`src/rtl/scanbuf_pkg.sv`:
```
package scanbuf_pkg;
  typedef enum logic [1:0] {
    MODE_SINGLE = 2'b00,
    MODE_SCAN   = 2'b01,
    MODE_BUFCNT = 2'b10,
    MODE_ALT    = 2'b11
  } mode_e;

  function automatic logic is_multi(input logic [1:0] m);
    return (m == MODE_SCAN) || (m == MODE_BUFCNT);
  endfunction
endpackage

```
`src/rtl/scanbuf_slots.sv`:
```
module scanbuf_slots #(
  parameter int DATA_W = 10,
  parameter int NSLOT  = 15,
  parameter int SLOT_W = $clog2(NSLOT + 1)
) (
  input  logic                    clk,
  input  logic                    rst_n,
  input  logic                    wr_en,
  input  logic [SLOT_W-1:0]       wr_slot,
  input  logic [DATA_W-1:0]       wr_data,
  output logic [NSLOT*DATA_W-1:0] bank
);
  for (genvar i = 0; i < NSLOT; i++) begin : g_slot
    logic              hit;
    logic [DATA_W-1:0] q, d;

    always_comb begin
      hit = wr_en && (wr_slot == SLOT_W'(i + 1));
      d   = hit ? wr_data : q;
    end

    always_ff @(posedge clk or negedge rst_n) begin
      if (!rst_n) q <= '0;
      else        q <= d;
    end

    assign bank[i*DATA_W +: DATA_W] = q;
  end
endmodule

```
`src/rtl/scanbuf_fill.sv`:
```
module scanbuf_fill #(
  parameter int NSLOT = 15
) (
  input  logic clk,
  input  logic rst_n,
  input  logic multi,
  input  logic valid,
  input  logic in_range,
  output logic eoc_evt
);
  localparam int CNT_W = $clog2(NSLOT + 1);

  logic [CNT_W-1:0] cnt_q, cnt_d;
  logic             last_one;

  always_comb begin
    last_one = (cnt_q == CNT_W'(NSLOT - 1));
    cnt_d    = cnt_q;
    if (!multi)
      cnt_d = '0;
    else if (valid && in_range)
      cnt_d = last_one ? '0 : cnt_q + 1'b1;
    eoc_evt = valid && (!multi || (in_range && last_one));
  end

  always_ff @(posedge clk or negedge rst_n) begin
    if (!rst_n) cnt_q <= '0;
    else        cnt_q <= cnt_d;
  end
endmodule

```
`src/rtl/scanbuf_watch.sv`:
```
module scanbuf_watch #(
  parameter int DATA_W = 10
) (
  input  logic              valid,
  input  logic [DATA_W-1:0] data,
  input  logic [DATA_W-1:0] hi,
  input  logic [DATA_W-1:0] lo,
  output logic              alert
);
  always_comb alert = valid && ((data >= hi) || (data <= lo));
endmodule

```
`src/rtl/scanbuf_flag.sv`:
```
module scanbuf_flag (
  input  logic clk,
  input  logic rst_n,
  input  logic set,
  input  logic clr,
  output logic q
);
  logic d;
  always_comb d = set | (q & ~clr);
  always_ff @(posedge clk or negedge rst_n) begin
    if (!rst_n) q <= 1'b0;
    else        q <= d;
  end
endmodule

```
`src/rtl/scanbuf_top.sv`:
```
module scanbuf_top #(
  parameter int DATA_W = 10,
  parameter int NSLOT  = 15,
  parameter int SLOT_W = $clog2(NSLOT + 1)
) (
  input  logic                    clk,
  input  logic                    rst_n,
  input  logic [1:0]              mode,
  input  logic                    res_valid,
  input  logic [DATA_W-1:0]       res_data,
  input  logic [SLOT_W-1:0]       res_slot,
  input  logic [DATA_W-1:0]       thr_hi,
  input  logic [DATA_W-1:0]       thr_lo,
  input  logic                    eoc_ie,
  input  logic                    awd_ie,
  input  logic                    eoc_clr,
  input  logic                    awd_clr,
  output logic [NSLOT*DATA_W-1:0] buf_flat,
  output logic [DATA_W-1:0]       last_q,
  output logic                    eoc_flag,
  output logic                    awd_flag,
  output logic                    irq
);
  import scanbuf_pkg::*;

  // reset: asserted asynchronously, released through two flops
  logic rst_s1, rst_sync_n;
  always_ff @(posedge clk or negedge rst_n) begin
    if (!rst_n) begin
      rst_s1     <= 1'b0;
      rst_sync_n <= 1'b0;
    end else begin
      rst_s1     <= 1'b1;
      rst_sync_n <= rst_s1;
    end
  end

  logic multi, in_range, slot_we, eoc_evt, awd_evt;
  logic [DATA_W-1:0] last_d;

  always_comb begin
    multi    = is_multi(mode);
    in_range = (res_slot != '0) && (res_slot <= SLOT_W'(NSLOT));
    slot_we  = res_valid && multi && in_range;
    last_d   = res_valid ? res_data : last_q;
  end

  always_ff @(posedge clk or negedge rst_sync_n) begin
    if (!rst_sync_n) last_q <= '0;
    else             last_q <= last_d;
  end

  scanbuf_slots #(.DATA_W(DATA_W), .NSLOT(NSLOT), .SLOT_W(SLOT_W)) u_slots (
    .clk(clk), .rst_n(rst_sync_n), .wr_en(slot_we), .wr_slot(res_slot),
    .wr_data(res_data), .bank(buf_flat)
  );

  scanbuf_fill #(.NSLOT(NSLOT)) u_fill (
    .clk(clk), .rst_n(rst_sync_n), .multi(multi), .valid(res_valid),
    .in_range(in_range), .eoc_evt(eoc_evt)
  );

  scanbuf_watch #(.DATA_W(DATA_W)) u_watch (
    .valid(res_valid), .data(res_data), .hi(thr_hi), .lo(thr_lo), .alert(awd_evt)
  );

  scanbuf_flag u_eoc (.clk(clk), .rst_n(rst_sync_n), .set(eoc_evt), .clr(eoc_clr), .q(eoc_flag));
  scanbuf_flag u_awd (.clk(clk), .rst_n(rst_sync_n), .set(awd_evt), .clr(awd_clr), .q(awd_flag));

  always_comb irq = (eoc_flag & eoc_ie) | (awd_flag & awd_ie);
endmodule

```
`config.mk`:
```
export PLATFORM = sky130hd
export DESIGN_NAME = scanbuf_top
export DESIGN_NICKNAME = d
export VERILOG_FILES = /design/src/rtl/scanbuf_pkg.sv /design/src/rtl/scanbuf_slots.sv /design/src/rtl/scanbuf_fill.sv /design/src/rtl/scanbuf_watch.sv /design/src/rtl/scanbuf_flag.sv /design/src/rtl/scanbuf_top.sv
export SDC_FILE = /design/constraint.sdc
export NUM_CORES = 1
export LEC_CHECK = 0
export BUFFER_PORTS_ARGS = -buffer_cell sky130_fd_sc_hd__buf_4
export CAP_MARGIN = 20
export CORE_ASPECT_RATIO = 1.2
export CORE_MARGIN = 3
export CORE_UTILIZATION = 48
export DETAILED_ROUTE_END_ITERATION = 6
export GPL_TIMING_DRIVEN = 1
export PLACE_DENSITY = 0.75
export SLEW_MARGIN = 40
export SYNTH_ARGS = -nofsm -noshare
export SYNTH_HDL_FRONTEND = slang
export SYNTH_SLANG_ARGS = --single-unit
```
`constraint.sdc`:
```
create_clock -name clk -period 6.2 [get_ports clk]
set_input_delay 0.62 -clock clk [delete_from_list [all_inputs] [get_ports clk]]
set_output_delay 0.62 -clock clk [all_outputs]
set_load 0.02 [all_outputs]
```
# [Yosys cells after proc, flatten, opt, wreduce, memory -nomap -nowiden]
# Index checks and enable logic that the tools add are counted.
[word_totals] regBits=168 inputBits=43 elab_cells=83
[op_classes] eq_ne=19 n_reduce_logical=27 n_bitwise=9 n_mux=3 addsub=1 order_cmp=3
[op_table] op="== test 4 bit (second input constant)" count=9
[op_table] op="logical AND 1 bit" count=22
[op_table] op="== test 4 x 3 -> 1 bit (second input constant)" count=4
[op_table] op="2-to-1 mux 4 bit" count=3
[op_table] op=">= comparator 10 bit" count=1
[op_table] op="less-or-equal comparator 10 bit" count=1
[op_table] op="== test 4 x 2 -> 1 bit (second input constant)" count=2
[op_table] op="adder 4 x 1 -> 4 bit (second input constant)" count=1
[op_table] op="AND 1 bit" count=4
[op_table] op="== test 4 x 1 -> 1 bit (second input constant)" count=1
[op_table] op="less-or-equal comparator 4 bit (second input constant)" count=1
[op_table] op="nonzero test 4 bit" count=1
[op_table] op="logical OR 1 bit" count=3
[op_table] op="bitwise OR 1 bit" count=3
[op_table] op="== test 2 x 1 -> 1 bit (second input constant)" count=1
[op_table] op="== test 2 bit (second input constant)" count=1
[op_table] op="!= test 2 bit (second input constant)" count=1
[op_table] op="NOT 1 bit" count=2
[op_table] op="zero test 1 bit" count=1

# [Depth between registers and ports, before layout]
[logic_depth] word_depth=6 depth_mapped=8 mapped_depth_nobuf=7

# [Hierarchy]
# From an unflattened synthesis, not the netlist that was laid out.
[unflattened] cells_unflattened=468 area_unflattened_um2=6934.2
[by_module_without_submodules] mod="scanbuf_slots" area_per_inst_um2=5661.7 seq_area_each_um2=3753.6 instances=1 cells_each=338
[by_module_without_submodules] mod="scanbuf_watch" area_per_inst_um2=500.5 seq_area_each_um2=0.0 instances=1 cells_each=69
[by_module_without_submodules] mod="scanbuf_top" area_per_inst_um2=456.7 seq_area_each_um2=300.3 instances=1 cells_each=28
[by_module_without_submodules] mod="scanbuf_fill" area_per_inst_um2=242.7 seq_area_each_um2=100.1 instances=1 cells_each=27
[by_module_without_submodules] mod="scanbuf_flag" area_per_inst_um2=36.3 seq_area_each_um2=25.0 instances=2 cells_each=3

# [Worst setup path after synthesis]
# OpenSTA, ideal clock, no wires.
[synth_path] path_type="input port to flip-flop" start="input res_data[0]" end="register u_awd.q" setup_time_ns=0.139 stages=8 t_arrival_ns=1.879 setup_slack_ns=4.182 cell_sequence="clkbuf_1 > inv_1 > ha_1 > nand2b_1 > a21oi_1 > o221ai_1 > a32oi_1 > o221ai_1"
[synth_via] elab_chain_len=4 word_cells_on_any_way=5 classes_between="2 x order compare; 1 x bitwise; 2 x reduce/logical"
[synth_rtl] element="start, declared" line="scanbuf_top.sv:10" text="input logic [DATA_W-1:0] res_data,"
[synth_rtl] element=">= comparator 10 bit / less-or-equal comparator 10 bit (equally long branches)" line="scanbuf_watch.sv:10" text="always_comb alert = valid && ((data >= hi) || (data <= lo));"
[synth_rtl] element="logical OR 1 bit *" line="scanbuf_watch.sv:10"
[synth_rtl] element="logical AND 1 bit *" line="scanbuf_watch.sv:10"
[synth_rtl] element="bitwise OR 1 bit *" line="scanbuf_flag.sv:9" text="always_comb d = set | (q & ~clr);"
[synth_rtl] element="named net u_awd.d" line="scanbuf_flag.sv:8" text="logic d;"
[synth_rtl] element="end signal, assigned" line="scanbuf_flag.sv:11" text="if (!rst_n) q <= 1'b0;"
[synth_rtl] element="end signal, assigned" line="scanbuf_flag.sv:12" text="else q <= d;"
[synth_rtl] element="end, declared" line="scanbuf_flag.sv:6" text="output logic q"
# The timed path passes the listed nets; every way through them passes the cells marked *.
# A chain may end at the register's enable or synchronous reset.

# [Worst setup path after layout]
[layout_path] start="input mode[1]" end="register u_slots.g_slot[14].q[9]"
[layout_via] elab_chain_len=5 word_cells_on_any_way=6 classes_between="2 x eq/ne; 4 x reduce/logical"
[layout_rtl] element="start, declared" line="scanbuf_top.sv:8" text="input logic [1:0] mode,"
[layout_rtl] element="== test 2 x 1 -> 1 bit / == test 2 bit (equally long branches)" line="scanbuf_pkg.sv:10" text="return (m == MODE_SCAN) || (m == MODE_BUFCNT);"
[layout_rtl] element="logical OR 1 bit *" line="scanbuf_pkg.sv:10"
[layout_rtl] element="logical AND 1 bit * (2 in series)" line="scanbuf_top.sv:44" text="slot_we = res_valid && multi && in_range;"
[layout_rtl] element="logical AND 1 bit *" line="scanbuf_slots.sv:18" text="hit = wr_en && (wr_slot == SLOT_W'(i + 1));"
[layout_rtl] element="end signal, assigned" line="scanbuf_slots.sv:23" text="if (!rst_n) q <= '0;"
[layout_rtl] element="end signal, assigned" line="scanbuf_slots.sv:24" text="else q <= d;"
[layout_rtl] element="end, declared" line="scanbuf_slots.sv:15" text="logic [DATA_W-1:0] q, d;"
# Mark *: on every way between the ends. The rest lies on a longest branch, timed or not.

==> flow_metrics.tcl <==
set metrics [dict create \
    core_sq_um 14000 \
    antennaDiodeCount 0 \
    r2r-start "rst_sync_n" \
    yosysUniqueCellTypes 38 \
    status "finished, final reports clean" \
    fin_crit_sh 0.346 \
    rsz0062_at_grt "false" \
    hp-class "register to asynchronous set/reset pin" \
    r2r_end "u_slots.g_slot[14].q[8]" \
    final_common_cell "buf_4" \
    holdWs_ns 0.300 \
    pwr_density_cell_nw_per_um2 382 \
    final_nets 747 \
    drtIter0Drc 141 \
    fin_cells 864 \
    antenna_found_initial 0 \
    critPathArrivalTime_ns 2.44 \
    worst_r2r_path_depth 2 \
    grt_max_degree 90 \
    start_util 0.495 \
    syn_area_sq_um 6930 \
    gp_congestion 0.863 \
    clock_latency_ns 0.42 \
    dr_total_vias 4682 \
    crit_required_ns 6.50 \
    power.total_mw 3.54 \
    synthFlopType "dfrtp_1" \
    grt_pass1_vias 5057 \
    fillers 1042 \
    pin_count 206 \
    worst_pin_slew_ns 0.723 \
    drv_cap 0 \
    max-slew-margin-rel 0.518 \
    cts_buffers 17 \
    ys_seq_elements 168 \
    startpoint_type "input port" \
    hold_viol 0 \
    cts.clk_slew.worst_paths_ns 0.06 \
    rows 47 \
    io_buffers 205 \
    antenna_left 0 \
    first_pass_iters 4 \
    yosysTopAreaCellShare 0.606 \
    critical-path-top-delay-family "simple AND/OR/NAND/NOR gates" \
    syn_to_final_growth_pct 33.8 \
    synth_largest_area_cell "dfrtp_1" \
    cp_num_buf_inv 1 \
    synth_area_per_cell_sq_um 14.8 \
    design.die.area_sq_um 15900 \
    die_x_um 116 \
    mostFrequentLayoutCells "buf_4 (205), dfrtp_1 (167), mux2_2 (160)" \
    path_max_fanout 10 \
    crit_type "input port to register" \
    vias_per_cell 5.42 \
    dp_hpwl_um 13200 \
    fin_crit_ns 2.15 \
    cts_resized 0 \
    wirelength_um 18600 \
    fp.dieH_um 138 \
    final_core_util 0.663 \
    ir_worst_vdd_mv 0.226 \
    ys_seq_area_frac 0.606 \
    synth_area_leaders "dfrtp_1 (61%), mux2_2 (26%), ha_1 (4.0%)" \
    yosys_warnings 0 \
    cts_root_buffer "clkbuf_16" \
    clock-sinks 168 \
    synth_fp_nets 534 \
    drc 0 \
    pre_cts_slack_ns 3.64 \
    multiInputGateArea_sq_um 2580 \
    grtUsageTotal 0.238 \
    async_flop_share 1.00 \
    slowest_delay_ns 0.62 \
    synth_cells 469 \
    setup-violations-final 0 \
    final-seq-area_sq_um 4210 \
    r2r_slack_ns 4.48 \
    grt-ovfl-total 0 \
    dpl_cell_area_sq_um 8660 \
    htreeDepth 4 \
    crit_chain "buf_4 > xor2_1 > nand4_1 > nor2_2 > mux2_2" \
    fin_setup_tns_ns 0 \
    wl_per_cell_um 21.6 \
    drv_slew 0 \
    cts_tree "done" \
    worst-path-stages 5 \
    finClkSkew_ns 0.00472 \
    synth-edff-count 0 \
    cts_buffer_depth 2 \
    p_leak_nw 4.65 \
    max_freq_ghz 0.466 \
    dp.cells 833 \
    cp-end-kind "register" \
    final_area_sq_um 9270 \
    worst_slack_ns 4.05 \
    drive_above_1_share 0.599 \
    grt_pass1_wl_um 28200 \
    cpMaxStageDelayCell "nor2_2" \
]
cells by family after synthesis:
logic type,after synthesis,share of synthesized area
AND/OR/NAND/NOR,50,0.0455
other,1,0.000541
adder cells (fa/ha/maj),22,0.0397
buffers and inverters,39,0.0217
multiplexers,160,0.260
AO/OA/AOI/OAI,27,0.0236
flip-flops,168,0.606
XOR/XNOR,2,0.00253
Yosys cell counts, types with 2 or more instances:
cell      count
a21oi_1      12
dfrtp_1     168
inv_1        25
nand4_1       3
nor2b_1       4
clkbuf_1     10
mux2_2      160
nor2_1        7
nand2b_1      3
nand2_2       5
and4_1        2
ha_1         22
nor3_4        2
nor3_1        3
buf_2         3
nor2_2        6
nand3_2       2
o21ai_0       5
o221ai_1      2
nand2_1       7
report_power, final:
group          internal [mW]  leakage (nW)  total, mW  switching [mW]
sequential              1.33          2.13       1.47           0.139
clock                  0.639         0.284       1.06           0.417
combinational          0.482          2.23       1.02           0.540
per-layer routing:
| layer | up-vias | wire length (um) | global-route usage |
|---|---|---|---|
| met3 | 27 | 1530 | 0.0786 |
| met5 | - | 0 | 0 |
| met2 | 189 | 9410 | 0.409 |
| met1 | 2393 | 7410 | 0.283 |
| li1 | 2073 | - | - |
| met4 | 0 | 275 | 0.0754 |
registers in the layout (all words and copies together), names as in the netlist:
| register | cells |
|---|---|
| last_q | 10 |
| rst_s1 | 1 |
| rst_sync_n | 1 |
| u_awd.q | 1 |
| u_eoc.q | 1 |
| u_fill.cnt_q | 4 |
| u_slots.g_slot.q | 150 |
repair_timing:
action / in CTS / in global routing
hold buffers: 1 / 0
buffers inserted: 0 / 0
hold endpoints to repair: 2 / 0
setup endpoints to repair: 0 / 0
worst register-to-register path, delay by kind of cell (launching register included):
kind,cells,cell delay [ns]
buf+inv,2,0.98
flops,1,0.74
final cells by class:
| class | instances | area share |
|---|---|---|
| sequential | 168 | 0.454 |
| inverter | 25 | 0.0101 |
| tap | 171 | 0.0231 |
| multi-input combinational | 262 | 0.279 |
| clock buffer | 18 | 0.0474 |
| clock inverter | 12 | 0.0162 |
| timing repair buffer | 208 | 0.171 |
worst max path at each step:
stage,from,to,slack (ns)
after floorplan,rst_sync_n,last_q[0],1.17
after global placement,mode[1],u_slots.g_slot[0].q[3],3.72
after detailed placement,mode[1],u_slots.g_slot[14].q[0],3.64
after CTS,mode[1],u_slots.g_slot[14].q[0],4.06
after global routing,mode[1],u_slots.g_slot[4].q[9],3.98
final,mode[1],u_slots.g_slot[14].q[9],4.05
No activity file was read; power rests on OpenSTA's default activity.
